**src/rtl/arinc_filt_pkg.sv**
```systemverilog
`timescale 1ns/1ps
// Shared sizes and types for the received word acceptance filter.
package arinc_filt_pkg;
    localparam int WORD_BITS  = 32;
    localparam int LABEL_BITS = 8;
    localparam int TABLE_SIZE = 16;

    typedef logic [WORD_BITS-1:0]  word_t;
    typedef logic [LABEL_BITS-1:0] label_t;
endpackage

```
**src/rtl/label_store.sv**
```systemverilog
`timescale 1ns/1ps
// Label table with a stepping pointer.
// Assumes: strobes are single-cycle; they only act while mode_i is high.
// The pointer is cleared on reset and on the first clock of mode entry.
module label_store #(
    parameter int N_ENTRIES = 16,
    parameter int ENTRY_W   = 8
) (
    input  logic                              clk,
    input  logic                              rst_n,
    input  logic                              mode_i,
    input  logic                              wr_i,
    input  logic                              rd_i,
    input  logic [ENTRY_W-1:0]                wdata_i,
    output logic [ENTRY_W-1:0]                rdata_o,
    output logic [N_ENTRIES-1:0][ENTRY_W-1:0] table_o
);
    localparam int PTR_W = (N_ENTRIES > 1) ? $clog2(N_ENTRIES) : 1;
    localparam logic [PTR_W-1:0] LAST = PTR_W'(N_ENTRIES - 1);

    logic             mode_q;
    logic [PTR_W-1:0] ptr_q;
    logic [PTR_W-1:0] ptr_use;
    logic             entering;
    logic             do_wr;
    logic             step;

    // Decode mode entry and effective strobes.
    always_comb begin
        entering = mode_i & ~mode_q;
        ptr_use  = entering ? '0 : ptr_q;
        do_wr    = mode_i & wr_i;
        step     = mode_i & (wr_i | rd_i);
    end

    // Track the previous mode level to find mode entry.
    always_ff @(posedge clk) begin
        if (!rst_n) mode_q <= 1'b0;
        else        mode_q <= mode_i;
    end

    // Pointer: clear on entry, step with wrap on strobes.
    always_ff @(posedge clk) begin
        if (!rst_n)    ptr_q <= '0;
        else if (step) ptr_q <= (ptr_use == LAST) ? '0 : ptr_use + 1'b1;
        else           ptr_q <= ptr_use;
    end

    // One register per entry, written when selected.
    for (genvar i = 0; i < N_ENTRIES; i++) begin : g_entry
        always_ff @(posedge clk) begin
            if (!rst_n)                             table_o[i] <= '0;
            else if (do_wr && ptr_use == PTR_W'(i)) table_o[i] <= wdata_i;
        end
    end

    // Read port shows the entry at the pointer.
    assign rdata_o = table_o[ptr_q];
endmodule

```
**src/rtl/label_match.sv**
```systemverilog
`timescale 1ns/1ps
// Compares one label against every table entry at once.
// Assumes: the table is register outputs, so the result settles in one clock.
module label_match #(
    parameter int N_ENTRIES = 16,
    parameter int ENTRY_W   = 8
) (
    input  logic [ENTRY_W-1:0]                label_i,
    input  logic [N_ENTRIES-1:0][ENTRY_W-1:0] table_i,
    output logic                              hit_o
);
    logic [N_ENTRIES-1:0] eq;

    // Per-entry equality.
    for (genvar i = 0; i < N_ENTRIES; i++) begin : g_cmp
        assign eq[i] = (table_i[i] == label_i);
    end

    // Any entry equal means a hit.
    assign hit_o = |eq;
endmodule

```
**src/rtl/word_check.sv**
```systemverilog
`timescale 1ns/1ps
// Combines the enabled checks into a keep decision and builds the stored word.
// Assumes: the two decode bits sit directly above the label field.
module word_check #(
    parameter int WORD_W  = 32,
    parameter int LABEL_W = 8
) (
    input  logic [WORD_W-1:0] word_i,
    input  logic              label_en_i,
    input  logic              label_hit_i,
    input  logic              dec_en_i,
    input  logic [1:0]        dec_bits_i,
    output logic              keep_o,
    output logic [WORD_W-1:0] word_o
);
    logic label_ok;
    logic dec_ok;

    // Each check passes when it is disabled or when it matches.
    always_comb begin
        label_ok = ~label_en_i | label_hit_i;
        dec_ok   = ~dec_en_i | (word_i[LABEL_W+1:LABEL_W] == dec_bits_i);
        keep_o   = label_ok & dec_ok;
    end

    // Top bit becomes the parity-error flag: 1 when the parity is even.
    assign word_o = {~(^word_i), word_i[WORD_W-2:0]};
endmodule

```
**src/rtl/arinc_word_filter.sv**
```systemverilog
`timescale 1ns/1ps
// Received word acceptance filter.
// Decides per end-of-word strobe whether a word goes to the receive FIFO.
// Assumes: word_in is stable in the word_eos cycle, and fifo_full is
// sampled in that same cycle.
module arinc_word_filter
    import arinc_filt_pkg::*;
#(
    parameter int N_LABELS = TABLE_SIZE,
    parameter int LABEL_W  = LABEL_BITS,
    parameter int WORD_W   = WORD_BITS
) (
    input  logic              clk,
    input  logic              rst_n,
    input  logic [WORD_W-1:0] word_in,
    input  logic              word_eos,
    input  logic              label_chk_en,
    input  logic              decode_en,
    input  logic [1:0]        decode_bits,
    input  logic              lbl_mode,
    input  logic              lbl_wr,
    input  logic              lbl_rd,
    input  logic [LABEL_W-1:0] lbl_wdata,
    output logic [LABEL_W-1:0] lbl_rdata,
    input  logic              fifo_full,
    output logic              fifo_wr,
    output logic [WORD_W-1:0] fifo_data
);
    logic [N_LABELS-1:0][LABEL_W-1:0] table_w;
    logic              hit;
    logic              keep;
    logic [WORD_W-1:0] fixed_word;

    label_store #(.N_ENTRIES(N_LABELS), .ENTRY_W(LABEL_W)) u_store (
        .clk     (clk),
        .rst_n   (rst_n),
        .mode_i  (lbl_mode),
        .wr_i    (lbl_wr),
        .rd_i    (lbl_rd),
        .wdata_i (lbl_wdata),
        .rdata_o (lbl_rdata),
        .table_o (table_w)
    );

    label_match #(.N_ENTRIES(N_LABELS), .ENTRY_W(LABEL_W)) u_match (
        .label_i (word_in[LABEL_W-1:0]),
        .table_i (table_w),
        .hit_o   (hit)
    );

    word_check #(.WORD_W(WORD_W), .LABEL_W(LABEL_W)) u_check (
        .word_i      (word_in),
        .label_en_i  (label_chk_en),
        .label_hit_i (hit),
        .dec_en_i    (decode_en),
        .dec_bits_i  (decode_bits),
        .keep_o      (keep),
        .word_o      (fixed_word)
    );

    // Issue the FIFO write one clock after the strobe of an accepted word.
    always_ff @(posedge clk) begin
        if (!rst_n) begin
            fifo_wr   <= 1'b0;
            fifo_data <= '0;
        end else begin
            fifo_wr <= word_eos & keep & ~fifo_full;
            if (word_eos && keep) fifo_data <= fixed_word;
        end
    end
endmodule

```
**config.mk**
```make
export PLATFORM = sky130hd
export DESIGN_NAME = arinc_word_filter
export DESIGN_NICKNAME = d
export VERILOG_FILES = /design/src/rtl/arinc_filt_pkg.sv /design/src/rtl/label_store.sv /design/src/rtl/label_match.sv /design/src/rtl/word_check.sv /design/src/rtl/arinc_word_filter.sv
export SDC_FILE = /design/constraint.sdc
export NUM_CORES = 1
export LEC_CHECK = 0
export BUFFER_PORTS_ARGS = -buffer_cell sky130_fd_sc_hd__buf_2
export CAP_MARGIN = 30
export CORE_MARGIN = 2
export CORE_UTILIZATION = 29
export DETAILED_ROUTE_END_ITERATION = 12
export GPL_TIMING_DRIVEN = 0
export HOLD_SLACK_MARGIN = 0.12
export SYNTH_ARGS = -nofsm -noshare
export SYNTH_HDL_FRONTEND = slang
export SYNTH_SLANG_ARGS = --single-unit
```
**constraint.sdc**
```tcl
create_clock -name clk -period 3.23 [get_ports clk]
set_input_delay 0.323 -clock clk [delete_from_list [all_inputs] [get_ports clk]]
set_output_delay 0.323 -clock clk [all_outputs]
set_load 0.02 [all_outputs]
```
Word level (Yosys, flattened, before mapping)

Index checks and enable logic that the tools add are counted.

Bits in registers: 166
Output and inout bits: 41
Word-level logic and storage cells: 93

Add/subtract/negate cells: 1
$lt $le $gt $ge: 1
Eq/ne operators: 32
Mux-type cells: 5
Bitwise logic cells: 14
Reduce and logical (&&, ||, !) cells: 20

Operators by type and width:

| operator              | count |
|---|---|
| $eq A8 B8 Y1          | 16 |
| $bmux W8 S4           | 1 |
| $eq A4 B4 Y1 const B  | 8 |
| $reduce_xor A32 Y1    | 1 |
| $logic_and A1 B1 Y1   | 17 |
| $eq A4 B3 Y1 const B  | 4 |
| $reduce_or A16 Y1     | 1 |
| $mux W4               | 3 |
| $eq A4 B2 Y1 const B  | 2 |
| $mux W8               | 1 |
| $and A1 B1 Y1         | 6 |
| $lt A4 B5 Y1 const B  | 1 |
| $not A1 Y1            | 5 |
| $add A4 B1 Y4 const B | 1 |
| $eq A4 B1 Y1 const B  | 1 |
| $logic_not A4 Y1      | 1 |
| $or A1 B1 Y1          | 3 |
| $eq A2 B2 Y1          | 1 |

Longest topological paths before layout

Gate-level depths: netlist (run 1).

Depth in word-level cells: 6
Depth in mapped cells: 11
Depth with buffers taken out: 8

Cells and area by module

From an unflattened synthesis (run 1), not the netlist that was laid out.

Cells, all modules: 1121
Area total of the unflattened synthesis: 10024.6 µm²

By module, submodules not included:

| module            | instances | cells an instance | area each (µm²) |
|---|---|---|---|
| label_store       | 1         | 711               | 6421.2 |
| label_match       | 1         | 194               | 1652.8 |
| arinc_word_filter | 1         | 149               | 1413.9 |
| word_check        | 1         | 67                | 536.8 |

Worst setup path before layout (run 1)

No wires, ideal clock.

Path type: reg-to-reg
Start: register u_store.ptr_q[1]
End: register u_store.table_o[16] (netlist bit)
Arrival: 2.284 ns
Path slack: 0.829 ns
Cell stages (with the launch flop): 10
Buffers on the path: 3
Cell sequence: dfxtp_1 clkbuf_1 clkbuf_1 nand2_1 inv_1 ha_1 clkbuf_1 nand3_1 mux2i_1 nor2b_1

Longest elaborated chain between the ends: 3

Ends and longest elaborated chain:

| what                           | RTL line          | RTL |
|---|---|---|
| start: declaration             | label_store.sv:22 | `logic [PTR_W-1:0] ptr_q;` |
| start signal: assignment       | label_store.sv:45 | `else if (step) ptr_q <= (ptr_use == LAST) ? '0 : ptr_use + 1'b1;` |
| start signal: assignment       | label_store.sv:46 | `else ptr_q <= ptr_use;` |
| $mux W4                        | label_store.sv:31 | `ptr_use = entering ? '0 : ptr_q;` |
| $eq A4 B2 Y1                   | label_store.sv:53 | `else if (do_wr && ptr_use == PTR_W'(i)) table_o[i] <= wdata_i;` |
| $logic_and A1 B1 Y1            | label_store.sv:53 |  |
| end signal: indexed assignment | label_store.sv:53 |  |
| end: declaration               | label_store.sv:16 | `output logic [N_ENTRIES-1:0][ENTRY_W-1:0] table_o` |

Every way passes these cells.
A chain may end at the register's enable or synchronous reset.

Worst setup path after layout (run 1)

Start: register u_store.ptr_q[0]
End: output lbl_rdata[2]

Longest elaborated chain between the ends: 2

Ends and longest elaborated chain:

| what                          | RTL line                | RTL |
|---|---|---|
| $bmux W8 S4                   | label_store.sv:58       | `assign rdata_o = table_o[ptr_q];` |
| $mux W8 (not written as such) | label_store.sv:58       |  |
| end: declaration              | arinc_word_filter.sv:24 | `output logic [LABEL_W-1:0] lbl_rdata,` |

Every way passes these cells. The select of a mux whose other input is x is not followed.

==> results by group, run 1 <==
Outcome
  – Status: complete, no violations

Final layout
  – Final #Nets: 1,079
  – Final cell count without fillers: 1,480
  – Multi-input gate area: 0.00559 mm2
  – Register area: 0.00332 mm2
  – Final core utilization: 34.1%
  – # fillers: between 3k and 4k
  – Layout cells sized above 1: 18.9%
  – Area grow syn2layout: 16.6%

Detailed routing
  – Vias per cell: between 4 and 5
  – # DRC: 0
  – Routed vias: between 7k and 8k
  – Length of routed met3 wiring: 2.92 mm
  – Length of the first detailed-routing pass in iterations: 5
  – Drt initial violations: 637
  – Post-route ant nets: 0
  – Final wirelength: 29.6 mm
  – Avg WL per Cell: between 20 and 25 um
  – Top Layer Used: met4
  – Met1 Wirelength: around 13 mm
  – Met2 wire length: between 10 and 15 mm

Synthesis
  – Yosys reg bits: 166
  – Ys flop type: dfxtp_1
  – Synthesized cell area: 0.00947 mm2
  – Register area share after synthesis: around a third
  – Cell count after synthesis: about 900
  – Ys Warns: 0
  – Top cell type's share of synthesized area: 35.1%
  – Library cells used by synthesis: 36
  – Synth async-reset ratio: 0%
  – Post-synth EDFFs: 0
  – Mapped Avg Cell Area: between 10 and 15 um2
  – Synth area leader: dfxtp_1
  – Syn_nets: 980
  – Area contributors post-synth: dfxtp_1 35%, mux2i_1 14%, mux4_2 9.5%

Floorplan
  – Site row count: 66
  – Core area: 0.0324 mm2
  – I/O pins: 92
  – Die H: roughly 180 um
  – Die area: 0.0341 mm2
  – Die Wd: around 180 um
  – Starting density of the core: 29.2%

Setup path
  – Critical Path RT: 2.91 ns
  – Critical path startpoint category: flip-flop
  – Crit path top cell by count: buf_2
  – Critical path peak fanout: 10
  – CP max-delay cell: mux4_2
  – Worst-path cell chain: buf_2, buf_2, mux4_2, mux4_2, buf_2
  – CP endpoint kind: primary output
  – Max incr delay on CP: 0.65 ns
  – WP data arrival: 2.81 ns
  – CP Class: reg2out

STA
  – Setup Viol. Count Final: 0
  – Worst Tran Pin Value: just over 0.9 ns
  – Final period utilization: between 90 and 100%
  – Max frequency: around 0.32 GHz
  – Minimum clock period: 3.13 ns
  – Worst slew margin: a little under two fifths
  – Final setup margin: 0.0990 ns
  – Fin. max-slew vios: 0
  – Clock skew: roughly 0.016 ns
  – Final Hold Violating Endpoints: 0
  – RSZ-0062 raised after global routing: no

Clocking
  – H-tree levels: 4
  – Clk sinks: 166
  – Clock Latency Late Sink: 0.44 ns
  – CTS tree: done
  – Root Driver: clkbuf_16
  – Worst-path clk slew: 0.07 ns
  – Num CTS Buffers: 17
  – Clock Tree Buf Depth: 2

Min path
  – Hold WC Path Type: in2reg

Power and ir drop
  – Pleak: 3.95 nW
  – Total Power: 4.90 mW
  – VDD IR max: 378 uV
  – Pwr Density: 444 mW/mm2

Global routing
  – Largest net degree at the start of global routing: 18
  – Vias in the first global route: 7,135
  – Global Route Usage Sum: 17.5%
  – GR Overflow Total: 0
  – Initial antenna violation count: 0
  – First-pass GRT wire length: about 44 mm

Flow run
  – Max-cap violation count: 0

Place
  – Pre-CTS WS: -0.156 ns
  – Routability cong.: ~0.9
  – I/O Buffers: roughly 80
  – HPWL Detailed: 21.5 mm
  – Inst Count DP: 1,448
==> area by class of cell <==
type / instances / area share (%)
Buffer: 68 / 5.03
Clock buffer: 19 / 4.01
Timing Repair Buffer: 81 / 3.67
Multi-Input combinational cell: 688 / 50.6
Tap cell: 442 / 5.01
Clock inverter: 13 / 1.45
Antenna cell: 1 / 0.0227
Sequential cell: 166 / 30.1
Inverter: 2 / 0.0680
==> metal layers <==
layer | vias up | track usage [%]
met1 | 3548 | 22.9
met4 | 0 | 5.37
li1 | 3371 | -
met5 | - | 0
met3 | 41 | 5.89
met2 | 338 | 27.4
==> through the flow <==
step / setup TNS [ns] / hold slack (ns) / area [um2]
2_1_floorplan: 0 / 0.445 / 9470
3_3_place_gp: -1.02 / 0.439 / 10400
3_5_place_dp: -2.00 / 0.445 / 10400
4_1_cts: 0 / 0.136 / 11000
5_1_grt: 0 / 0.147 / 11000
6_report: 0 / 0.144 / 11000
==> repair_timing <==
action                                 4_1_cts  5_1_grt
hold buffers                                 0        0
setup endpoints to repair                   24        1
endpoints found under the hold margin        0        0
gates resized for setup                      6        0
gates cloned                                 0        0
buffers inserted                             0        0
==> worst paths after layout <==
kind         cells after the start        startpoint                   to  slack, ns
max                              5  u_store.ptr_q[0]         lbl_rdata[2]        0.1
min                              3       word_in[27]        fifo_data[27]       0.14
max reg2reg                      8  u_store.ptr_q[1]  u_store.table_o[16]       0.36
min reg2reg                      2     fifo_data[29]        fifo_data[29]       0.46
==> where the power goes <==
group	switching, mW	total [mW]	internal, mW
combinational	0.399	0.698	0.300
sequential	0.0213	2.10	2.08
clock	0.979	2.11	1.13
total	1.40	4.90	3.51
==> cell usage in the layout, fill, tap and decap left out, drive strengths merged <==
| master | netlist | layout |
|---|---|---|
| dfxtp | 166 | 166 |
| mux2i | 128 | 128 |
| nand2 | 111 | 111 |
| buf | 29 | 110 |
| nor2b | 96 | 96 |
| xnor2 | 92 | 92 |
| xor2 | 71 | 71 |
| clkbuf | 33 | 51 |
| mux4 | 40 | 40 |
| nand3 | 37 | 37 |
| a21boi | 32 | 32 |
| nand4 | 20 | 20 |
| nor4 | 16 | 16 |
| nor2 | 15 | 15 |
| inv | 2 | 9 |
| a21oi | 8 | 8 |
| o21ai | 6 | 6 |
| and2 | 5 | 5 |
| dlygate4sd3 | 5 | 5 |
| clkinv | 0 | 5 |
| ha | 4 | 4 |
| dlygate4sd1 | 2 | 2 |
| diode | 0 | 1 |
| nand2b | 1 | 1 |
| nand4b | 1 | 1 |
| nor3b | 1 | 1 |
| o21a | 1 | 1 |
| o311a | 1 | 1 |
| and3b | 1 | 1 |
| and3 | 1 | 1 |
| bufinv | 0 | 1 |
==> registers in the layout, summed over array words and instances, names as in the netlist <==
signal and flops:
u_store.ptr_q 4, u_store.table_o 128, fifo_wr 1, fifo_data 32, u_store.mode_q 1
==> cell families (layout without fill, tap and decap cells) <==
kind of cell | count (synthesis) | after routing | synth area share, %
other | 0 | 1 | 0
buffers and inverters | 71 | 183 | 5.94
flip-flops | 166 | 166 | 35.1
AO/OA/AOI/OAI | 48 | 48 | 3.54
multiplexers | 168 | 168 | 23.1
AND/OR/NAND/NOR | 305 | 305 | 16.7
adder cells (fa/ha/maj) | 4 | 4 | 0.529
XOR/XNOR | 163 | 163 | 15.1
==> critical path: cells and delay by family, from the launching register on <==
family	cells	cell delay, ns
mux	2	1.19
buf+inv	3	0.86
flops	1	0.31
==> synthesized netlist by cell type (4+ instances only) <==
cell type and number:
a21boi_0 32, a21oi_1 6, and2_1 5, buf_1 4, buf_12 10, buf_2 4, buf_6 10, clkbuf_1 33
dfxtp_1 166, dlygate4sd3_1 5, ha_1 4, mux2i_1 128, mux4_2 40, nand2_1 111, nand3_1 37, nand4_1 19
nor2_1 7, nor2_2 8, nor2b_1 96, nor4_1 16, o21ai_0 5, xnor2_1 92, xor2_1 71
(Power assumes the default switching activity.)
==> run 2, diff against run 1 <==
- CELL_PAD_IN_SITES_DETAIL_PLACEMENT: not set -> 2
- CELL_PAD_IN_SITES_GLOBAL_PLACEMENT: not set -> 2
- CORE_MARGIN: 2 -> 1
- PLACE_DENSITY_LB_ADDON: not set -> 0.1
==> run 2 against run 1 <==
Against the previous run:
- final cell count is 0.41% lower
- worst setup slack better by 0.025 ns
- count of clock-buffer cells in the layout is 5 higher
- register-to-register slack worse by 0.07 ns
- design area is 0.62% lower
- clock power is 9% lower
- core utilization is 0.40 points higher
- largest cell class unchanged
- sequential cell count stayed put
- critical path depth stayed put
- clock skew is 0.0042 ns lower
- highest routed layer unchanged
- fmax is 0.82% higher
==> results by group, run 2 (synthesis results as in run 1) <==
Final layout
  – Commonest non-fill, non-tap cell in the layout: dfxtp_1
  – Final cell count without fillers: about 1.5k
  – Most flops, register: u_store.table_o
  – Final #Nets: 1,079
  – Most frequent cells in the layout: 166 x dfxtp_1, 128 x mux2i_1, 111 x nand2_1, 96 x nor2b_1, 92 x xnor2_1
  – Largest registers: u_store.table_o (128), fifo_data (32), u_store.ptr_q (4)
  – Layout cells sized above 1: between 10% and 20%
  – Design Area, Final: about 0.011 mm2
  – Final core utilization: 34.5%
  – Max reg flops: 128
  – Area grow syn2layout: 15.9%
  – # fillers: roughly 3.5k

Floorplan
  – Die area: 0.0334 mm2
  – Core area: 0.0318 mm2
  – Die H: 183 um
  – Starting density of the core: 29.8%
  – Die Wd: around 180 um
  – I/O pins: 92
  – Site row count: 65

Detailed routing
  – Met1 Wirelength: 16.9 mm
  – Top Layer Used: met4
  – # DRC: 0
  – Drt initial violations: around 360
  – Vias per cell: 4.93
  – Met2 wire length: approximately 17 mm
  – Length of the first detailed-routing pass in iterations: 4
  – Avg WL per Cell: 24.2 um
  – Routed vias: just over 7k
  – Length of routed met3 wiring: ~1.4 mm
  – Post-route ant nets: 0
  – Final wirelength: 35.6 mm

Setup path
  – Worst reg2reg startpoint: u_store.ptr_q[1]
  – CP Class: reg2out
  – WP data arrival: 2.78 ns
  – Worst-path cell chain: buf_2, buf_4, mux4_2, mux4_2, buf_2
  – Critical path peak fanout: 10
  – Critical path startpoint category: flip-flop
  – FF-to-FF End: u_store.table_o[0]
  – CP endpoint kind: primary output
  – Max incr delay on CP: 0.65 ns
  – Critical Path RT: 2.91 ns
  – CP delay by family, top: multiplexers
  – R2r worst-path depth: 7
  – CP max-delay cell: mux4_2
  – Bufs and invs on worst path: 3
  – R2R setup slack: 0.29 ns

Power and ir drop
  – Pleak: around 3.9 nW
  – Total Power: 4.76 mW
  – Pwr Density: about 430 mW/mm2
  – VDD IR max: about 340 uV

Flow run
  – Max-cap violation count: 0

Global routing
  – First-pass GRT wire length: 52.5 mm
  – Vias in the first global route: around 7.7k
  – Initial antenna violation count: 1
  – GR Overflow Total: 0
  – Largest net degree at the start of global routing: 17
  – Global Route Usage Sum: between 20 and 25%

STA
  – RSZ-0062 raised after global routing: no
  – Max frequency: 0.322 GHz
  – Final Hold Violating Endpoints: 0
  – Clock skew: 0.0116 ns
  – Worst Tran Pin Value: 1.08 ns
  – Final period utilization: a little under 100%
  – Worst slew margin: about 28%
  – Hold slack: 0.138 ns
  – Fin. max-slew vios: 0
  – Minimum clock period: between 3 and 4 ns
  – Setup Viol. Count Final: 0

Place
  – Inst Count DP: 1,441
  – Routability cong.: 0.795
  – I/O Buffers: between 80 and 90
  – HPWL Detailed: 26.3 mm
  – DP Area: around 0.010 mm2

Clocking
  – Post-cts sizing count: 7
  – Clock Latency Late Sink: 0.45 ns
  – Hold-fix buffers, CTS: 0
  – Post-CTS Setup Bufs: 0
  – Root Driver: clkbuf_16
  – Worst-path clk slew: roughly 0.07 ns
  – Clock Tree Buf Depth: 2
  – Num CTS Buffers: 17
  – H-tree levels: 4
  – Clk sinks: between 150 and 200
  – CTS tree: done

Min path
  – Hold worst-path end: fifo_data[14]
  – Hold Crit Depth: 3
  – HP Start: word_in[14]
  – Hold WC Path Type: in2reg

Outcome
  – Status: complete, no violations
## run 2: cell types whose count changed in the layout (fill, tap and decap cells not counted), moves of 2 or more
cell	delta
inv_6	-3
clkbuf_4	+2
clkinv_8	-2
clkinvlp_4	+4
clkinv_2	+4
buf_2	-3
inv_8	-4
clkbuf_8	+2
clkinv_4	-3
clkbuf_1	+2
## run 2: area by class of cell
cell class              count  area (um2)  share of cell area (%)
inverters                   2        7.51                  0.0684
well taps                 435         544                    4.96
flip-flops and latches    166        3320                    30.3
plain buffers              68         564                    5.14
repair buffers             81         405                    3.69
clock buffers              24         482                    4.39
diodes                      2        5.00                  0.0456
clock inverters             8        50.0                   0.456
multi-input cells         688        5590                    51.0
## run 2: metrics by stage
stage                     setup TNS, ns  worst slack [ns]
after detailed placement          -7.45            -0.425
after floorplan                       0             0.829
after CTS                             0            0.0514
final                                 0             0.124
after global placement            -4.83            -0.334
after global routing                  0           0.00912
## run 2: metal layers
layer  global-route usage, %  vias to the layer above
met4                    5.95                        0
met1                    29.0                     3727
met3                    4.45                       27
li1                        -                     3373
met2                    36.7                      143
met5                       0                        -
## run 2: power by group
group | internal, mW | switching (mW)
clock | 1.04 | 0.895
sequential | 2.08 | 0.0222
combinational | 0.301 | 0.424
total | 3.42 | 1.34
## run 2: how the worst max path moves through the flow
stage,start,endpoint,slack [ns],cells past startpoint
after global routing,u_store.ptr_q[0],lbl_rdata[2],0.009,5
final,u_store.ptr_q[0],lbl_rdata[2],0.12,5
after CTS,u_store.ptr_q[1],lbl_rdata[2],0.05,5
after floorplan,u_store.ptr_q[1],u_store.table_o[16],0.83,9
after detailed placement,u_store.ptr_q[1],u_store.table_o[22],-0.42,9
after global placement,u_store.ptr_q[1],u_store.table_o[18],-0.33,9
## run 2: worst reg2reg max path: stages, from the launching register on
cell      delay (ns)
dfxtp_1         0.46
clkbuf_2        0.35
nand2_1         0.22
ha_1            0.22
clkbuf_1        0.46
nand3_1         0.67
mux2i_1         0.37
nor2b_1         0.08
